**config.mk**
```make
export PLATFORM = sky130hd
export DESIGN_NAME = max_log_llr
export DESIGN_NICKNAME = d
export VERILOG_FILES = /design/src/rtl/llr_pkg.sv /design/src/rtl/llr_cand_add.sv /design/src/rtl/llr_cs_level.sv /design/src/rtl/llr_finalize.sv /design/src/rtl/max_log_llr.sv
export SDC_FILE = /design/constraint.sdc
export NUM_CORES = 2
export LEC_CHECK = 0
export CORE_UTILIZATION = 45
export CTS_BUF_LIST = sky130_fd_sc_hd__clkbuf_2 sky130_fd_sc_hd__clkbuf_4 sky130_fd_sc_hd__clkbuf_8
export CTS_CLUSTER_DIAMETER = 200
export DETAILED_ROUTE_END_ITERATION = 8
export DONT_BUFFER_PORTS = 1
export MAX_ROUTING_LAYER = met4
export SLEW_MARGIN = 10
export SYNTH_ARGS = -nofsm -noshare
export SYNTH_HDL_FRONTEND = slang
export SYNTH_HIERARCHICAL = 1
export SYNTH_SLANG_ARGS = --single-unit
```
**constraint.sdc**
```tcl
create_clock -name clk -period 4.3 [get_ports clk]
set_input_delay 0.215 -clock clk [delete_from_list [all_inputs] [get_ports clk]]
set_output_delay 0.215 -clock clk [all_outputs]
set_load 0.05 [all_outputs]
```
**src/rtl/llr_pkg.sv**
```systemverilog
package llr_pkg;

    // Successor state for a shift-register trellis: hypothesis bit enters at the top.
    function automatic int succ_state(int src, int hyp, int sw);
        return (hyp << (sw - 1)) | (src >> 1);
    endfunction

endpackage

```
**src/rtl/llr_cand_add.sv**
```systemverilog
module llr_cand_add
    import llr_pkg::*;
#(
    parameter int NS = 8,
    parameter int MW = 10,
    parameter int CW = 12
) (
    input  logic                        clk,
    input  logic                        rst_n,
    input  logic                        valid_i,
    input  logic [NS-1:0][MW-1:0]       alpha_i,
    input  logic [NS-1:0][MW-1:0]       beta_i,
    input  logic [2*NS-1:0][MW-1:0]     gamma_i,
    output logic                        valid_o,
    output logic [2*NS-1:0][CW-1:0]     cand_o
);
    localparam int SW = $clog2(NS);

    logic [2*NS-1:0][CW-1:0] sum_c;

    function automatic logic [CW-1:0] ext(logic [MW-1:0] v);
        return {{(CW - MW){v[MW-1]}}, v};
    endfunction

    always_comb begin
        for (int b = 0; b < 2; b++) begin
            for (int s = 0; s < NS; s++) begin
                int t;
                int nxt;
                t = b * NS + s;
                nxt = succ_state(s, b, SW);
                sum_c[t] = ext(alpha_i[s]) + ext(gamma_i[t]) + ext(beta_i[nxt]);
            end
        end
    end

    always_ff @(posedge clk or negedge rst_n) begin
        if (!rst_n) begin
            valid_o <= 1'b0;
            cand_o  <= '0;
        end else begin
            valid_o <= valid_i;
            if (valid_i) begin
                cand_o <= sum_c;
            end
        end
    end

endmodule

```
**src/rtl/llr_cs_level.sv**
```systemverilog
module llr_cs_level #(
    parameter int N  = 16,
    parameter int CW = 12,
    parameter int XW = 3
) (
    input  logic                      clk,
    input  logic                      rst_n,
    input  logic                      valid_i,
    input  logic [N-1:0][CW-1:0]      val_i,
    input  logic [N-1:0][XW-1:0]      idx_i,
    output logic                      valid_o,
    output logic [N/2-1:0][CW-1:0]    val_o,
    output logic [N/2-1:0][XW-1:0]    idx_o
);
    localparam int NO = N / 2;

    logic [NO-1:0] take_hi;

    always_comb begin
        for (int p = 0; p < NO; p++) begin
            take_hi[p] = $signed(val_i[2*p+1]) > $signed(val_i[2*p]);
        end
    end

    always_ff @(posedge clk or negedge rst_n) begin
        if (!rst_n) begin
            valid_o <= 1'b0;
            val_o   <= '0;
            idx_o   <= '0;
        end else begin
            valid_o <= valid_i;
            if (valid_i) begin
                for (int p = 0; p < NO; p++) begin
                    val_o[p] <= take_hi[p] ? val_i[2*p+1] : val_i[2*p];
                    idx_o[p] <= take_hi[p] ? idx_i[2*p+1] : idx_i[2*p];
                end
            end
        end
    end

    genvar gp;
    generate
        for (gp = 0; gp < NO; gp++) begin : g_pair

            tie_low_chk: assert property (@(posedge clk) disable iff (!rst_n)
                (valid_i && (val_i[2*gp] == val_i[2*gp+1])) |=> (idx_o[gp] == $past(idx_i[2*gp])));
        end
    endgenerate

endmodule

```
**src/rtl/llr_finalize.sv**
```systemverilog
module llr_finalize #(
    parameter int CW = 12,
    parameter int LW = 8,
    parameter int XW = 3
) (
    input  logic            clk,
    input  logic            rst_n,
    input  logic            valid_i,
    input  logic [CW-1:0]   m0_i,
    input  logic [CW-1:0]   m1_i,
    input  logic [XW-1:0]   x0_i,
    input  logic [XW-1:0]   x1_i,
    output logic            valid_o,
    output logic [LW-1:0]   llr_o,
    output logic            hard_o,
    output logic [XW-1:0]   win0_o,
    output logic [XW-1:0]   win1_o
);
    localparam int DW   = CW + 1;
    localparam int MAXV = (1 << (LW - 1)) - 1;
    localparam int MINV = -(1 << (LW - 1));

    logic [DW-1:0] diff;
    logic          over_hi;
    logic          under_lo;
    logic          positive;
    logic [LW-1:0] clamped;

    always_comb begin
        diff     = {m1_i[CW-1], m1_i} - {m0_i[CW-1], m0_i};
        over_hi  = $signed(diff) > $signed(DW'(MAXV));
        under_lo = $signed(diff) < $signed(DW'(MINV));
        positive = !diff[DW-1] && (diff != '0);
        if (over_hi) begin
            clamped = LW'(MAXV);
        end else if (under_lo) begin
            clamped = LW'(MINV);
        end else begin
            clamped = diff[LW-1:0];
        end
    end

    always_ff @(posedge clk or negedge rst_n) begin
        if (!rst_n) begin
            valid_o <= 1'b0;
            llr_o   <= '0;
            hard_o  <= 1'b0;
            win0_o  <= '0;
            win1_o  <= '0;
        end else begin
            valid_o <= valid_i;
            if (valid_i) begin
                llr_o  <= clamped;
                hard_o <= positive;
                win0_o <= x0_i;
                win1_o <= x1_i;
            end
        end
    end


    sat_high_chk: assert property (@(posedge clk) disable iff (!rst_n)
        (valid_i && over_hi) |=> (llr_o == LW'(MAXV)));


    sat_low_chk: assert property (@(posedge clk) disable iff (!rst_n)
        (valid_i && under_lo) |=> (llr_o == LW'(MINV)));


    bit_sign_chk: assert property (@(posedge clk) disable iff (!rst_n)
        valid_o |-> (hard_o == ($signed(llr_o) > 0)));


    hold_chk: assert property (@(posedge clk) disable iff (!rst_n)
        !valid_o |-> ($stable(llr_o) && $stable(hard_o) && $stable(win0_o) && $stable(win1_o)));

endmodule

```
**src/rtl/max_log_llr.sv**
```systemverilog
module max_log_llr #(
    parameter int NS = 8,
    parameter int MW = 10,
    parameter int LW = 8
) (
    input  logic                    clk,
    input  logic                    rst_n,
    input  logic                    in_valid,
    input  logic [NS*MW-1:0]        alpha_i,
    input  logic [NS*MW-1:0]        beta_i,
    input  logic [2*NS*MW-1:0]      gamma_i,
    output logic                    out_valid,
    output logic [LW-1:0]           llr_o,
    output logic                    hard_o,
    output logic [$clog2(NS)-1:0]   win0_o,
    output logic [$clog2(NS)-1:0]   win1_o
);
    localparam int SW     = $clog2(NS);
    localparam int CW     = MW + 2;
    localparam int LEVELS = SW;
    localparam int LAT    = LEVELS + 2;
    localparam int CNTW   = $clog2(LAT + 1);

    logic [NS-1:0][MW-1:0]   alpha_a;
    logic [NS-1:0][MW-1:0]   beta_a;
    logic [2*NS-1:0][MW-1:0] gamma_a;

    assign alpha_a = alpha_i;
    assign beta_a  = beta_i;
    assign gamma_a = gamma_i;

    logic                    cand_valid;
    logic [2*NS-1:0][CW-1:0] cand;
    logic [2*NS-1:0][SW-1:0] cand_idx;

    llr_cand_add #(.NS(NS), .MW(MW), .CW(CW)) u_add (
        .clk     (clk),
        .rst_n   (rst_n),
        .valid_i (in_valid),
        .alpha_i (alpha_a),
        .beta_i  (beta_a),
        .gamma_i (gamma_a),
        .valid_o (cand_valid),
        .cand_o  (cand)
    );

    genvar gt;
    generate
        for (gt = 0; gt < 2 * NS; gt++) begin : g_idx
            assign cand_idx[gt] = SW'(gt % NS);
        end
    endgenerate

    genvar gl;
    generate
        for (gl = 0; gl < LEVELS; gl++) begin : g_lvl
            localparam int NI = (2 * NS) >> gl;
            localparam int NO = NI / 2;
            logic                vin_ok;
            logic [NI-1:0][CW-1:0] vin;
            logic [NI-1:0][SW-1:0] xin;
            logic                vout_ok;
            logic [NO-1:0][CW-1:0] vout;
            logic [NO-1:0][SW-1:0] xout;

            if (gl == 0) begin : g_first
                assign vin_ok = cand_valid;
                assign vin    = cand;
                assign xin    = cand_idx;
            end else begin : g_next
                assign vin_ok = g_lvl[gl-1].vout_ok;
                assign vin    = g_lvl[gl-1].vout;
                assign xin    = g_lvl[gl-1].xout;
            end

            llr_cs_level #(.N(NI), .CW(CW), .XW(SW)) u_cs (
                .clk     (clk),
                .rst_n   (rst_n),
                .valid_i (vin_ok),
                .val_i   (vin),
                .idx_i   (xin),
                .valid_o (vout_ok),
                .val_o   (vout),
                .idx_o   (xout)
            );
        end
    endgenerate

    llr_finalize #(.CW(CW), .LW(LW), .XW(SW)) u_fin (
        .clk     (clk),
        .rst_n   (rst_n),
        .valid_i (g_lvl[LEVELS-1].vout_ok),
        .m0_i    (g_lvl[LEVELS-1].vout[0]),
        .m1_i    (g_lvl[LEVELS-1].vout[1]),
        .x0_i    (g_lvl[LEVELS-1].xout[0]),
        .x1_i    (g_lvl[LEVELS-1].xout[1]),
        .valid_o (out_valid),
        .llr_o   (llr_o),
        .hard_o  (hard_o),
        .win0_o  (win0_o),
        .win1_o  (win1_o)
    );

    logic [CNTW-1:0] since_rst;

    always_ff @(posedge clk or negedge rst_n) begin
        if (!rst_n) begin
            since_rst <= '0;
        end else if (since_rst != CNTW'(LAT)) begin
            since_rst <= since_rst + CNTW'(1);
        end
    end


    latency_chk: assert property (@(posedge clk) disable iff (!rst_n)
        (since_rst == CNTW'(LAT)) |-> (out_valid == $past(in_valid, LAT)));


    reset_clear_chk: assert property (@(posedge clk)
        !rst_n |-> (!out_valid && (llr_o == '0) && !hard_o && (win0_o == '0) && (win1_o == '0)));

endmodule

```
==> flow_metrics.py <==
metrics = {
    "clock_network": {
        "h-tree-depth": 3,
        "clock_latency_ns": 0.65,
        "root_buffer": "clkbuf_8",
        "path_clk_slew_ns": 0.05,
        "tritoncts": "built",
        "post_cts_buffers": 0,
        "cts-resized-gates": 0,
        "cts-hold-fix-buffers": 45,
        "clock-sinks": 422,
        "numCtsBuffers": 79,
        "cts_buffer_depth": 3,
    },
    "outcome": {
        "status": "complete, but fails checks",
        "violations": "hold timing",
    },
    "finish": {
        "nets": 4362,
        "n_fill_cell": 6891,
        "final_layout_size_suffix_gt1_frac": 0.1170,
        "final_cells": 4545,
        "syn_to_final_growth_pct": 9.059,
    },
    "critical_path": {
        "crit_fanout": 4,
        "critical_path_required_ns": 4.82,
        "worstPathArrival_ns": 3.52,
        "cp-end-kind": "flop",
        "startpoint_type": "input port",
        "path_class": "input port to flop",
    },
    "timing": {
        "finalHoldViolations": 422,
        "fin_crit_ns": 3.000,
        "setup-tns-final_ns": 0,
        "period_share": 0.6977,
        "rsz0062_at_grt": "no",
        "finClkSkew_ns": 0.02059,
        "drv_slew": 0,
        "slew_headroom": 0.2769,
        "whs_ns": -0.6853,
        "fmax_ghz": 0.3333,
        "finalSetupViolCount": 0,
        "worst_pin_slew_ns": 1.085,
    },
    "synth": {
        "syn_inst": 3453,
        "async_reset_ff_frac": 1.000,
        "netlist_area_sq_mm": 0.03407,
        "yosysUniqueCellTypes": 93,
        "ys.flop_type": "dfrtp_1",
        "synth-edff-count": 0,
        "ys_warn_count": 6,
        "yosys_register_bits": 422,
        "synth_area_per_cell_sq_um": 9.868,
        "synth.yosys.seq_area_share": 0.3099,
    },
    "die": {
        "ioPinCount": 339,
        "die_y_um": 277.2,
        "rows": 100,
        "die_x_um": 277.2,
        "core_area_sq_mm": 0.07470,
        "die_area_sq_mm": 0.07682,
        "initial_core_util": 0.4562,
    },
    "route": {
        "drtIter0Drc": 1761,
        "drt_wl_total_mm": 91.36,
        "detail_route.vias_per_cell": 5.733,
        "routedWlPerCell_um": 20.10,
        "drt_first_pass_iters": 5,
        "vias": 26058,
        "postRouteAntennaNets": 0,
        "drcViolationCount": 0,
    },
    "global_route": {
        "gr-max-usage-layer": "met2",
        "use_met1": 0.3545,
        "use_met3": 0.03459,
        "grt_pass1_vias": 25554,
        "grt_max_degree": 423,
        "grt_util_met2": 0.3683,
        "grt_pass1_wl_mm": 145.5,
        "grt.total_usage": 0.2457,
        "antenna_found_initial": 3,
        "overflow": 0,
    },
    "pwr": {
        "max-vdd-ir-drop_uv": 237.5,
        "powerDensity_mw_per_mm2": 628.3,
        "p_leak_nw": 16.90,
    },
    "placed_design": {
        "hpwl_mm": 69.74,
        "gp_congestion": 0.8852,
        "io_buffers": 0,
        "dp_cells": 4364,
    },
    "flow_run": {
        "max_cap_viol_count": 0,
    },
    "hold_path": {
        "hp-class": "input port to async pin",
    },
}
-- final timing paths --
check	from	endpoint	slack [ns]	depth (start not counted)
worst min-delay path	rst_n	u_add/cand_o[110]$_DFFE_PN0P_	-0.69	0
max in group asynchronous	rst_n	u_add/valid_o$_DFF_PN0_	4.03	0
worst max register to register	u_add/cand_o[179]$_DFFE_PN0P_	g_lvl[0].u_cs/val_o[94]$_DFFE_PN0P_	1.55	8
min in group clk	in_valid	u_add/valid_o$_DFF_PN0_	0.03	1
worst min register to register	u_add/cand_o[122]$_DFFE_PN0P_	u_add/cand_o[122]$_DFFE_PN0P_	0.49	2
worst max-delay path	gamma_i[101]	u_add/cand_o[129]$_DFFE_PN0P_	1.30	11
-- flip-flops by register name, indices dropped and copies added, names as in the netlist --
name,count
u_fin/llr_o,8
u_fin/valid_o,1
u_fin/win1_o,3
u_add/cand_o,192
g_lvl.u_cs/valid_o,3
g_lvl.u_cs/idx_o,42
u_fin/hard_o,1
u_add/valid_o,1
u_fin/win0_o,3
g_lvl.u_cs/val_o,168
-- power by group --
group | internal (mW) | switching, mW | total, mW
Sequential | 5.62 | 1.98 | 7.60
Clock | 2.35 | 1.75 | 4.10
Combinational | 5.27 | 6.38 | 11.7
-- cell type report --
cell class	instances	area, sq um	area share
Multi-Input combinational cell	2614	21820	0.5872
Sequential cell	422	10570	0.2843
Clock buffer	119	1513	0.04071
Inverter	343	1292	0.03478
Tap cell	969	1212	0.03263
Timing Repair Buffer	62	628.1	0.01690
Clock inverter	14	122.6	0.003300
Antenna cell	2	5.005	0.0001347
-- per-stage QoR --
stage | setup WS [ns] | instance area, sq um | hold slack, ns | util | power [mW]
3_5_place_dp | 1.412 | 35040 | -0.03997 | 0.4691 | 19.08
6_report | 1.300 | 37160 | -0.6853 | 0.4975 | 23.35
5_1_grt | 1.155 | 37160 | -0.7337 | 0.4975 | 25.25
3_3_place_gp | 1.440 | 35040 | -0.03997 | 0.4691 | 18.93
2_1_floorplan | 1.982 | 34270 | -0.08059 | - | 16.08
4_1_cts | 1.370 | 37140 | -0.7508 | 0.4972 | 23.40
-- placed cells by master, fill, tap and decap left out, types with 28 or more instances in the layout --
master,instances
a21oi_1,198
conb_1,54
dfrtp_1,420
mux2_2,130
nand2_1,171
o21a_1,29
nor2_1,362
mux2i_1,68
dlygate4sd3_1,44
o21ai_1,41
nor2b_1,52
clkbuf_8,99
a211oi_1,51
nand2b_1,28
nor3_1,36
o21ai_0,142
xnor2_1,53
a21o_1,86
a2111oi_2,30
o31a_1,29
inv_1,340
nand4_1,36
ha_1,340
fa_1,177
-- critical path, cell delays in order --
cell	delay, ns
dlygate4sd3_1	0.55
fa_1	0.49
dlygate4sd3_1	0.56
ha_1	0.26
inv_1	0.08
fa_1	0.40
nor2b_1	0.17
o31a_1	0.23
o21ai_1	0.12
xnor2_1	0.17
mux2_2	0.27
-- cells by family (layout without fill, tap and decap cells) --
logic type / Yosys count / in the layout / share of synthesized area
buffers and inverters: 469 / 538 / 0.05537
AND/OR/NAND/NOR: 816 / 816 / 0.1123
adder cells (fa/ha/maj): 517 / 517 / 0.2288
XOR/XNOR: 60 / 60 / 0.01542
flip-flops: 422 / 422 / 0.3099
AO/OA/AOI/OAI: 958 / 958 / 0.2102
multiplexers: 209 / 209 / 0.06779
other: 2 / 56 / 0.0002204
-- metal layers --
| layer | part of all wire | vias to the layer above | wire length, um |
|---|---|---|---|
| met5 | 0 | - | 0 |
| li1 | - | 12586 | - |
| met4 | 0.015 | 0 | 1376 |
| met3 | 0.048 | 102 | 4408 |
| met1 | 0.49 | 12754 | 44480 |
| met2 | 0.45 | 616 | 41100 |
-- cell usage after synthesis (36+ instances only) --
master    count  area, sq um
clkbuf_1     77        289.0
nand4_1      36        225.2
o21ai_1      41        205.2
fa_1        177         3543
a211oi_1     51        382.9
nor3_1       36        180.2
ha_1        340         4254
nor2b_1      52        325.3
mux2i_1      68        680.7
nand2_1     171        641.9
inv_1       340         1276
mux2_2      130         1464
o21ai_0     142        710.7
xnor2_1      53        464.2
a21oi_1     198        991.0
nor2_1      362         1359
dfrtp_1     422        10560
a21o_1       86        645.6
(Power assumes the default switching activity.)
